## config.mk

```make
export PLATFORM = sky130hd
export DESIGN_NAME = flash_write_guard
export DESIGN_NICKNAME = d
export VERILOG_FILES = /design/src/rtl/fwg_pkg.sv /design/src/rtl/wg_sync.sv /design/src/rtl/wg_blackout.sv /design/src/rtl/wg_strobe_fsm.sv /design/src/rtl/flash_write_guard.sv
export SDC_FILE = /design/constraint.sdc
export NUM_CORES = 1
export LEC_CHECK = 0
export ABC_AREA = 1
export BUFFER_PORTS_ARGS = -buffer_cell sky130_fd_sc_hd__buf_4
export CAP_MARGIN = 0
export CORE_ASPECT_RATIO = 0.7
export CORE_MARGIN = 5
export CORE_UTILIZATION = 30
export CTS_CLUSTER_SIZE = 12
export DETAILED_ROUTE_END_ITERATION = 10
export SYNTH_ARGS = -nofsm -noshare
export SYNTH_HDL_FRONTEND = slang
export SYNTH_SLANG_ARGS = --single-unit
```

## constraint.sdc

```tcl
create_clock -name clk -period 1.6 [get_ports clk]
set_input_delay 0.4 -clock clk [delete_from_list [all_inputs] [get_ports clk]]
set_output_delay 0.4 -clock clk [all_outputs]
set_load 0.01 [all_outputs]
```

## src/rtl/fwg_pkg.sv

```systemverilog
package fwg_pkg;

    typedef enum logic [1:0] {
        ST_IDLE,
        ST_QUAL,
        ST_ARMED,
        ST_VOID
    } wg_state_e;

    typedef struct packed {
        logic ce_n;
        logic oe_n;
        logic we_n;
    } wg_ctrl_t;

endpackage

```

## src/rtl/wg_sync.sv

```systemverilog
module wg_sync #(
    parameter int               WIDTH   = 1,
    parameter logic [WIDTH-1:0] RST_VAL = '0
) (
    input  logic             clk,
    input  logic             rst_n,
    input  logic [WIDTH-1:0] d_in,
    output logic [WIDTH-1:0] d_out
);

    for (genvar b = 0; b < WIDTH; b++) begin : g_bit
        logic meta_q;
        logic stab_q;

        always_ff @(posedge clk or negedge rst_n) begin
            if (!rst_n) begin
                meta_q <= RST_VAL[b];
                stab_q <= RST_VAL[b];
            end else begin
                meta_q <= d_in[b];
                stab_q <= meta_q;
            end
        end

        assign d_out[b] = stab_q;
    end

endmodule

```

## src/rtl/wg_blackout.sv

```systemverilog
module wg_blackout #(
    parameter int BLACKOUT = 1_000_000
) (
    input  logic clk,
    input  logic rst_n,
    output logic ready
);

    if (BLACKOUT == 0) begin : g_none
        assign ready = 1'b1;
    end else begin : g_count
        localparam int CW = $clog2(BLACKOUT + 1);
        localparam logic [CW-1:0] LIMIT = CW'(BLACKOUT);

        logic [CW-1:0] cnt_q;

        always_ff @(posedge clk or negedge rst_n) begin
            if (!rst_n) begin
                cnt_q <= '0;
            end else if (cnt_q != LIMIT) begin
                cnt_q <= cnt_q + CW'(1);
            end
        end

        assign ready = (cnt_q == LIMIT);
    end

endmodule

```

## src/rtl/wg_strobe_fsm.sv

```systemverilog
module wg_strobe_fsm
    import fwg_pkg::*;
#(
    parameter int ADDR_W  = 18,
    parameter int DATA_W  = 8,
    parameter int MIN_LOW = 3
) (
    input  logic              clk,
    input  logic              rst_n,
    input  logic              supply_ok,
    input  logic              ready,
    input  wg_ctrl_t          ctrl,
    input  logic [ADDR_W-1:0] s_addr,
    input  logic [DATA_W-1:0] s_data,
    output logic              wr_evt,
    output logic [ADDR_W-1:0] wr_addr,
    output logic [DATA_W-1:0] wr_data
);

    localparam int CNT_W = $clog2(MIN_LOW + 1);
    localparam logic [CNT_W-1:0] LAST_CNT = CNT_W'(MIN_LOW - 1);
    localparam wg_state_e FIRST_ST = (MIN_LOW <= 1) ? ST_ARMED : ST_QUAL;

    wg_state_e         state_q, state_d;
    logic [CNT_W-1:0]  cnt_q, cnt_d;
    logic [ADDR_W-1:0] lat_q, lat_d;
    logic              fire;
    logic              legal;
    logic              rise_ok;

    assign legal   = !ctrl.ce_n && ctrl.oe_n && !ctrl.we_n;
    assign rise_ok = ctrl.we_n && !ctrl.ce_n && ctrl.oe_n;

    always_comb begin
        state_d = state_q;
        cnt_d   = cnt_q;
        lat_d   = lat_q;
        fire    = 1'b0;
        if (!supply_ok) begin
            state_d = ST_VOID;
        end else begin
            unique case (state_q)
                ST_IDLE: begin
                    if (legal) begin
                        if (ready) begin
                            state_d = FIRST_ST;
                            cnt_d   = CNT_W'(1);
                            lat_d   = s_addr;
                        end else begin
                            state_d = ST_VOID;
                        end
                    end
                end
                ST_QUAL: begin
                    if (!legal) begin
                        state_d = ST_VOID;
                    end else if (cnt_q == LAST_CNT) begin
                        state_d = ST_ARMED;
                    end else begin
                        cnt_d = cnt_q + CNT_W'(1);
                    end
                end
                ST_ARMED: begin
                    if (legal) begin
                        state_d = ST_ARMED;
                    end else if (rise_ok) begin
                        fire    = 1'b1;
                        state_d = ST_IDLE;
                    end else begin
                        state_d = ST_VOID;
                    end
                end
                ST_VOID: begin
                    if (ctrl.we_n) begin
                        state_d = ST_IDLE;
                    end
                end
                default: state_d = ST_VOID;
            endcase
        end
    end

    // state register
    always_ff @(posedge clk or negedge rst_n) begin
        if (!rst_n) begin
            state_q <= ST_VOID;
            cnt_q   <= '0;
            lat_q   <= '0;
        end else begin
            state_q <= state_d;
            cnt_q   <= cnt_d;
            lat_q   <= lat_d;
        end
    end

    // outputs
    always_ff @(posedge clk or negedge rst_n) begin
        if (!rst_n) begin
            wr_evt  <= 1'b0;
            wr_addr <= '0;
            wr_data <= '0;
        end else begin
            wr_evt <= fire;
            if (fire) begin
                wr_addr <= lat_q;
                wr_data <= s_data;
            end
        end
    end

endmodule

```

## src/rtl/flash_write_guard.sv

```systemverilog
module flash_write_guard
    import fwg_pkg::*;
#(
    parameter int ADDR_W   = 18,
    parameter int DATA_W   = 8,
    parameter int MIN_LOW  = 3,
    parameter int BLACKOUT = 1_000_000
) (
    input  logic              clk,
    input  logic              rst_n,
    input  logic              supply_ok,
    input  logic              bus_ce_n,
    input  logic              bus_oe_n,
    input  logic              bus_we_n,
    input  logic [ADDR_W-1:0] bus_addr,
    input  logic [DATA_W-1:0] bus_data,
    output logic              wr_evt,
    output logic [ADDR_W-1:0] wr_addr,
    output logic [DATA_W-1:0] wr_data,
    output logic              hold_read
);

    localparam int SYNC_W = 3 + ADDR_W + DATA_W;
    localparam logic [SYNC_W-1:0] SYNC_RST = {3'b111, {(ADDR_W + DATA_W){1'b0}}};

    logic [SYNC_W-1:0] raw_vec;
    logic [SYNC_W-1:0] syn_vec;
    wg_ctrl_t          s_ctrl;
    logic [ADDR_W-1:0] s_addr;
    logic [DATA_W-1:0] s_data;
    logic              ready;

    assign raw_vec = {bus_ce_n, bus_oe_n, bus_we_n, bus_addr, bus_data};
    assign {s_ctrl, s_addr, s_data} = syn_vec;

    wg_sync #(
        .WIDTH   (SYNC_W),
        .RST_VAL (SYNC_RST)
    ) u_sync (
        .clk   (clk),
        .rst_n (rst_n),
        .d_in  (raw_vec),
        .d_out (syn_vec)
    );

    wg_blackout #(
        .BLACKOUT (BLACKOUT)
    ) u_blackout (
        .clk   (clk),
        .rst_n (rst_n),
        .ready (ready)
    );

    wg_strobe_fsm #(
        .ADDR_W  (ADDR_W),
        .DATA_W  (DATA_W),
        .MIN_LOW (MIN_LOW)
    ) u_fsm (
        .clk       (clk),
        .rst_n     (rst_n),
        .supply_ok (supply_ok),
        .ready     (ready),
        .ctrl      (s_ctrl),
        .s_addr    (s_addr),
        .s_data    (s_data),
        .wr_evt    (wr_evt),
        .wr_addr   (wr_addr),
        .wr_data   (wr_data)
    );

    assign hold_read = !rst_n || !ready || !supply_ok;

endmodule

```

[After elaboration in Yosys (flattened, before gate mapping)]
Cells that the tools add are included.
Word-level totals
  word-level logic and storage cells: 114
  output and inout port bits: 28
  flip-flop bits (word level): 127
Cells by class
  muxes and demuxes: 18
  eq/ne operators: 13
  $add $sub $neg: 2
  reduce and logical (&&, ||, !) cells: 16
Operators with widths (count)
  2-bit 2-to-1 mux: 12
  20-bit by 1-bit adder with 20-bit output, second input constant: 1
  20-bit == test, second input constant: 1
  20-bit inequality test, second input constant: 1
  2-bit one-hot mux with 4 select lines: 1
  2-bit == test, second input constant: 3
  6-bit AND reduction: 1
  1-bit zero test: 5
  1-bit logical AND: 4
  1-bit 2-to-1 mux: 4
  2-bit by 1-bit inequality test with 1-bit output, second input constant: 2
  2-bit inequality test, second input constant: 2
  4-bit inequality test, second input constant: 1
  2-bit one-hot mux with 2 select lines: 1
  4-bit AND reduction: 1
  3-bit by 2-bit inequality test with 1-bit output, second input constant: 1
  3-bit inequality test, second input constant: 1
  3-bit AND reduction: 1
  2-bit by 1-bit adder with 2-bit output, second input constant: 1
  2-bit by 1-bit == test with 1-bit output, second input constant: 1
  2-bit zero test: 1
  1-bit logical OR: 2
  2-bit nonzero test: 1

[Logic depth before layout (Yosys ltp)]
  word-level depth: 7
  mapped depth: 10
  depth with buffers taken out: 9

[Modules after synthesis]
A second synthesis with hierarchy kept.
Second synthesis, totals
  cells, all modules: 474
  area, all modules: 4977.3 um^2
By module, submodules not included
  wg_strobe_fsm: seq. area each 1228.7 um^2, area an instance 2139.6 um^2, instances 1, cells an instance 238
  wg_sync: seq. area each 1458.9 um^2, area an instance 1676.6 um^2, instances 1, cells an instance 87
  wg_blackout: seq. area each 500.5 um^2, area an instance 1156.1 um^2, instances 1, cells an instance 148
  flash_write_guard: seq. area each 0.0 um^2, area an instance 5.0 um^2, instances 1, cells an instance 1

[Worst setup path before layout]
OpenSTA, ideal clock, no wires.
  path kind: reg-to-output
  start point: reg u_blackout.g_count.cnt_q[0]
  end point: out hold_read
  path buffers: 2
  cell stages (with the launch flop): 10
  path slack: -0.172 ns
  required time: 1.200 ns
  arrival: 1.372 ns
  cell sequence: dfrtp_1 -> inv_1 -> ha_1 -> nand2_1 -> nor2_1 -> nand3_1 -> nor2b_4 -> buf_6 -> buf_12 -> nand3_1
Between the ends
  longest elaborated chain between the ends: 4
Ends and longest elaborated chain
  start: declaration: line wg_blackout.sv:15  | logic [CW-1:0] cnt_q;
  start signal: assignment: line wg_blackout.sv:21  | cnt_q <= cnt_q + CW'(1);
  20-bit == test: line wg_blackout.sv:25  | assign ready = (cnt_q == LIMIT);
  1-bit zero test: line flash_write_guard.sv:71  | assign hold_read = !rst_n || !ready || !supply_ok;
  1-bit logical OR (2 in a row): line flash_write_guard.sv:71
  end: declaration: line flash_write_guard.sv:20  | output logic hold_read
No other way between the ends.

[Final worst setup path]
Same ends and word-level chain as after synthesis.

==> results.yml <==
cts:
  cts_num_sinks: 127
  clkLatencyLatePin_ns: 0.42
  cts.path.max_buffers: 2
  hold_buffers: 0
  clockRootBuffer: "clkbuf_16"
  path_clk_slew_ns: 0.06
  cts_tree: "built"
  cts_buffers: 17
  cts_max_level: 4
global_route:
  grt_overflow_total: 0
  first_global_vias: 3205
  antenna_found_initial: 0
  grt_use_total_pct: 11.5
  grt_max_degree: 128
  grt_pass1_wl_mm: 16.3
detailed_routing:
  postRouteAntennaNets: 0
  drt-vias-per-instance: 4.24
  wire_per_inst_um: 14.1
  vias: 3020
  wirelength_mm: 10.1
  drc: 0
  drtPass1Iterations: 5
  drtIter0Drc: 162
cells_and_area:
  drive_gt1_share_pct: 41.6
  final_core_util_pct: 42.2
  syn_to_final_growth_pct: 37.5
  instances_no_fill: 712
  multi_input_area_um2: 1490
  final-seq-area_um2: 3190
  finalNetCount: 535
  fillers: 1434
  n_antenna_cell: 0
worst_setup_path:
  reg2regPathDepth: 6
  crit_path_start: "u_blackout.g_count.cnt_q[0]"
  r2r-start: "u_fsm.state_q[1]"
  arrival_ns: 1.60
  reg2reg_slack_ns: -0.01
  critPathLaunchType: "flip-flop"
  r2r_end: "u_fsm.wr_addr[3]"
  critPathRequiredTime_ns: 1.20
  critPathCaptureType: "output port"
  crit_fanout: 2
  criticalPathCategory: "flip-flop to output port"
run_status:
  violations: "setup timing"
  status: "finished with violations"
timing:
  min_period_ns: 2.00
  tns_ns: -0.413
  maxSlewHeadroom_pct: 54.8
  fmax_mhz: 501
  layout_setup_ws_ns: -0.395
  fin_crit_sh_pct: 125
  final-setup-viol-count: 4
  rsz0062_at_grt: "true"
  skew_ns: 0.0146
  maxSlewViolCount: 0
  tightest_slew_ns: 0.678
  hold_viol_final: 0
placed_design:
  dp_slack_ns: -0.143
  port_buffers: 59
  gp_congestion: 0.885
  dp.cells: 670
  hpwl_mm: 6.68
synthesis:
  synth_fp_nets: 410
  synthFlopType: "dfrtp_1"
  seq_area_frac_synth_pct: 66.9
  ys_async_sr_fraction_pct: 100
  synth_cells: 375
  synth_edf_count: 0
  ys_ff_latch: 127
  synth_area_um2: 4770
  ys_types: 28
  syn_avg_cell_area_um2: 12.7
  yosys_warnings: 0
die:
  die_y_um: 115
  die_area_um2: 18600
  rows: 38
  die_w_um: 161
  core-area_um2: 15500
  initial_core_util_pct: 30.7
  pin_count: 60
pwr:
  power_mw: 8.13
  p_leak_nw: 3.24
  p_per_area_nw_per_um2: 1240
  ir_drop_uv: 753
min_path:
  hold_path_class: "input pin to async pin"
flow_run:
  cap_violations: 0
## final cells by class
class / instances / area share, %
Sequential cell: 127 / 48.6
Multi-Input combinational cell: 212 / 22.8
Timing Repair Buffer: 114 / 14.3
Clock buffer: 17 / 6.49
Tap cell: 200 / 3.82
Clock inverter: 14 / 2.41
Inverter: 28 / 1.60
## worst max-delay path, cell delays in order (launching register included)
cell and delay [ns]:
dfrtp_1 0.39, inv_2 0.07, ha_4 0.13, nand2_2 0.04, nor2_1 0.08, nand3_1 0.11, nor2b_4 0.16, nand3_4 0.07
buf_6 0.12
## Yosys cell counts (2+ instances only)
cell type | instances | area, um^2
dfstp_2 | 8 | 210
buf_6 | 4 | 45.0
inv_1 | 21 | 78.8
nand4_1 | 24 | 150
xor2_1 | 16 | 140
dfrtp_1 | 119 | 2980
buf_12 | 3 | 60.1
mux2_4 | 19 | 285
xnor2_1 | 2 | 17.5
a21oi_1 | 3 | 15.0
inv_2 | 7 | 26.3
buf_4 | 2 | 15.0
nor2_1 | 23 | 86.3
nand2_1 | 78 | 293
ha_1 | 3 | 37.5
mux2_2 | 7 | 78.8
nor2_8 | 2 | 40.0
nor3_1 | 6 | 30.0
nand3_1 | 19 | 95.1
## flip-flops by register name (all words and copies together) (netlist names)
signal                    cells
u_fsm.lat_q                  18
u_blackout.g_count.cnt_q     20
u_fsm.wr_evt                  1
u_sync.g_bit.meta_q          29
u_fsm.wr_addr                18
u_fsm.cnt_q                   2
u_fsm.state_q                 2
u_fsm.wr_data                 8
u_sync.g_bit.stab_q          29
## stage by stage
stage / area, um^2 / hold slack, ns
3_3_place_gp: 5720 / 0.332
4_1_cts: 6400 / 0.0649
2_1_floorplan: 4780 / 0.104
5_1_grt: 6560 / 0.0600
3_5_place_dp: 5720 / 0.336
6_report: 6560 / 0.0830
## kinds of logic (layout without fill, tap and decap cells)
family / after synthesis / after routing / share of synthesized area [%]
AND/OR/NAND/NOR: 159 / 160 / 16.1
flip-flops: 127 / 127 / 66.9
buffers and inverters: 37 / 173 / 4.72
multiplexers: 26 / 26 / 7.64
XOR/XNOR: 18 / 18 / 3.31
AO/OA/AOI/OAI: 5 / 5 / 0.577
adder cells (fa/ha/maj): 3 / 3 / 0.787
## cell usage in the layout (no fill, tap or decap), types with 2 or more instances in the layout
master      Yosys  layout
nand3_2         0       2
nand4_1        24      24
nor3_1          6       3
mux2_4         19      25
clkinvlp_4      0       2
nand2_1        78      74
clkinv_4        0       3
a21oi_1         3       3
ha_4            0       2
inv_6           0       4
nor2_8          2       2
inv_2           7       9
inv_1          21      19
nand3_4         1       3
bufinv_16       0       2
nor2_1         23      21
nand3_1        19      16
nor2_4          1       3
xnor2_1         2       2
dfrtp_1       119     119
nor3_2          0       3
buf_6           4       6
buf_12          3       2
buf_4           2     103
dfstp_2         8       8
clkbuf_16       0      19
xor2_1         16      16
nand2_2         1       4
clkinv_2        0       2
nand2_4         1       2
## worst max-delay path by stage
stage	cells after the start	to	slack [ns]
finish	8	hold_read	-0.40
detailed placement	8	u_blackout.g_count.cnt_q[18]	-0.14
global placement	8	u_blackout.g_count.cnt_q[18]	-0.12
floorplan	9	hold_read	-0.13
CTS	8	hold_read	-0.44
global route	8	hold_read	-0.50
## timing repair
| action | 4_1_cts | 5_1_grt |
|---|---|---|
| gates cloned | 1 | 4 |
| setup endpoints to repair | 25 | 48 |
| setup buffers | 5 | 5 |
| pin swaps | 7 | 7 |
| resized for setup | 14 | 17 |
## layer usage
| metal | vias up | part of all wire, % | global-route usage, % |
|---|---|---|---|
| met3 | 17 | 3.4 | 3.59 |
| met2 | 67 | 46 | 17.2 |
| met5 | - | 0 | 0 |
| li1 | 1487 | - | - |
| met1 | 1449 | 49 | 15.2 |
| met4 | 0 | 1.9 | 5.73 |
## power by group
part           internal, mW  switching, mW
combinational         0.394          0.401
clock                  2.31           1.47
sequential             3.43          0.122
total                  6.14           1.99
(Power assumes the default switching activity.)
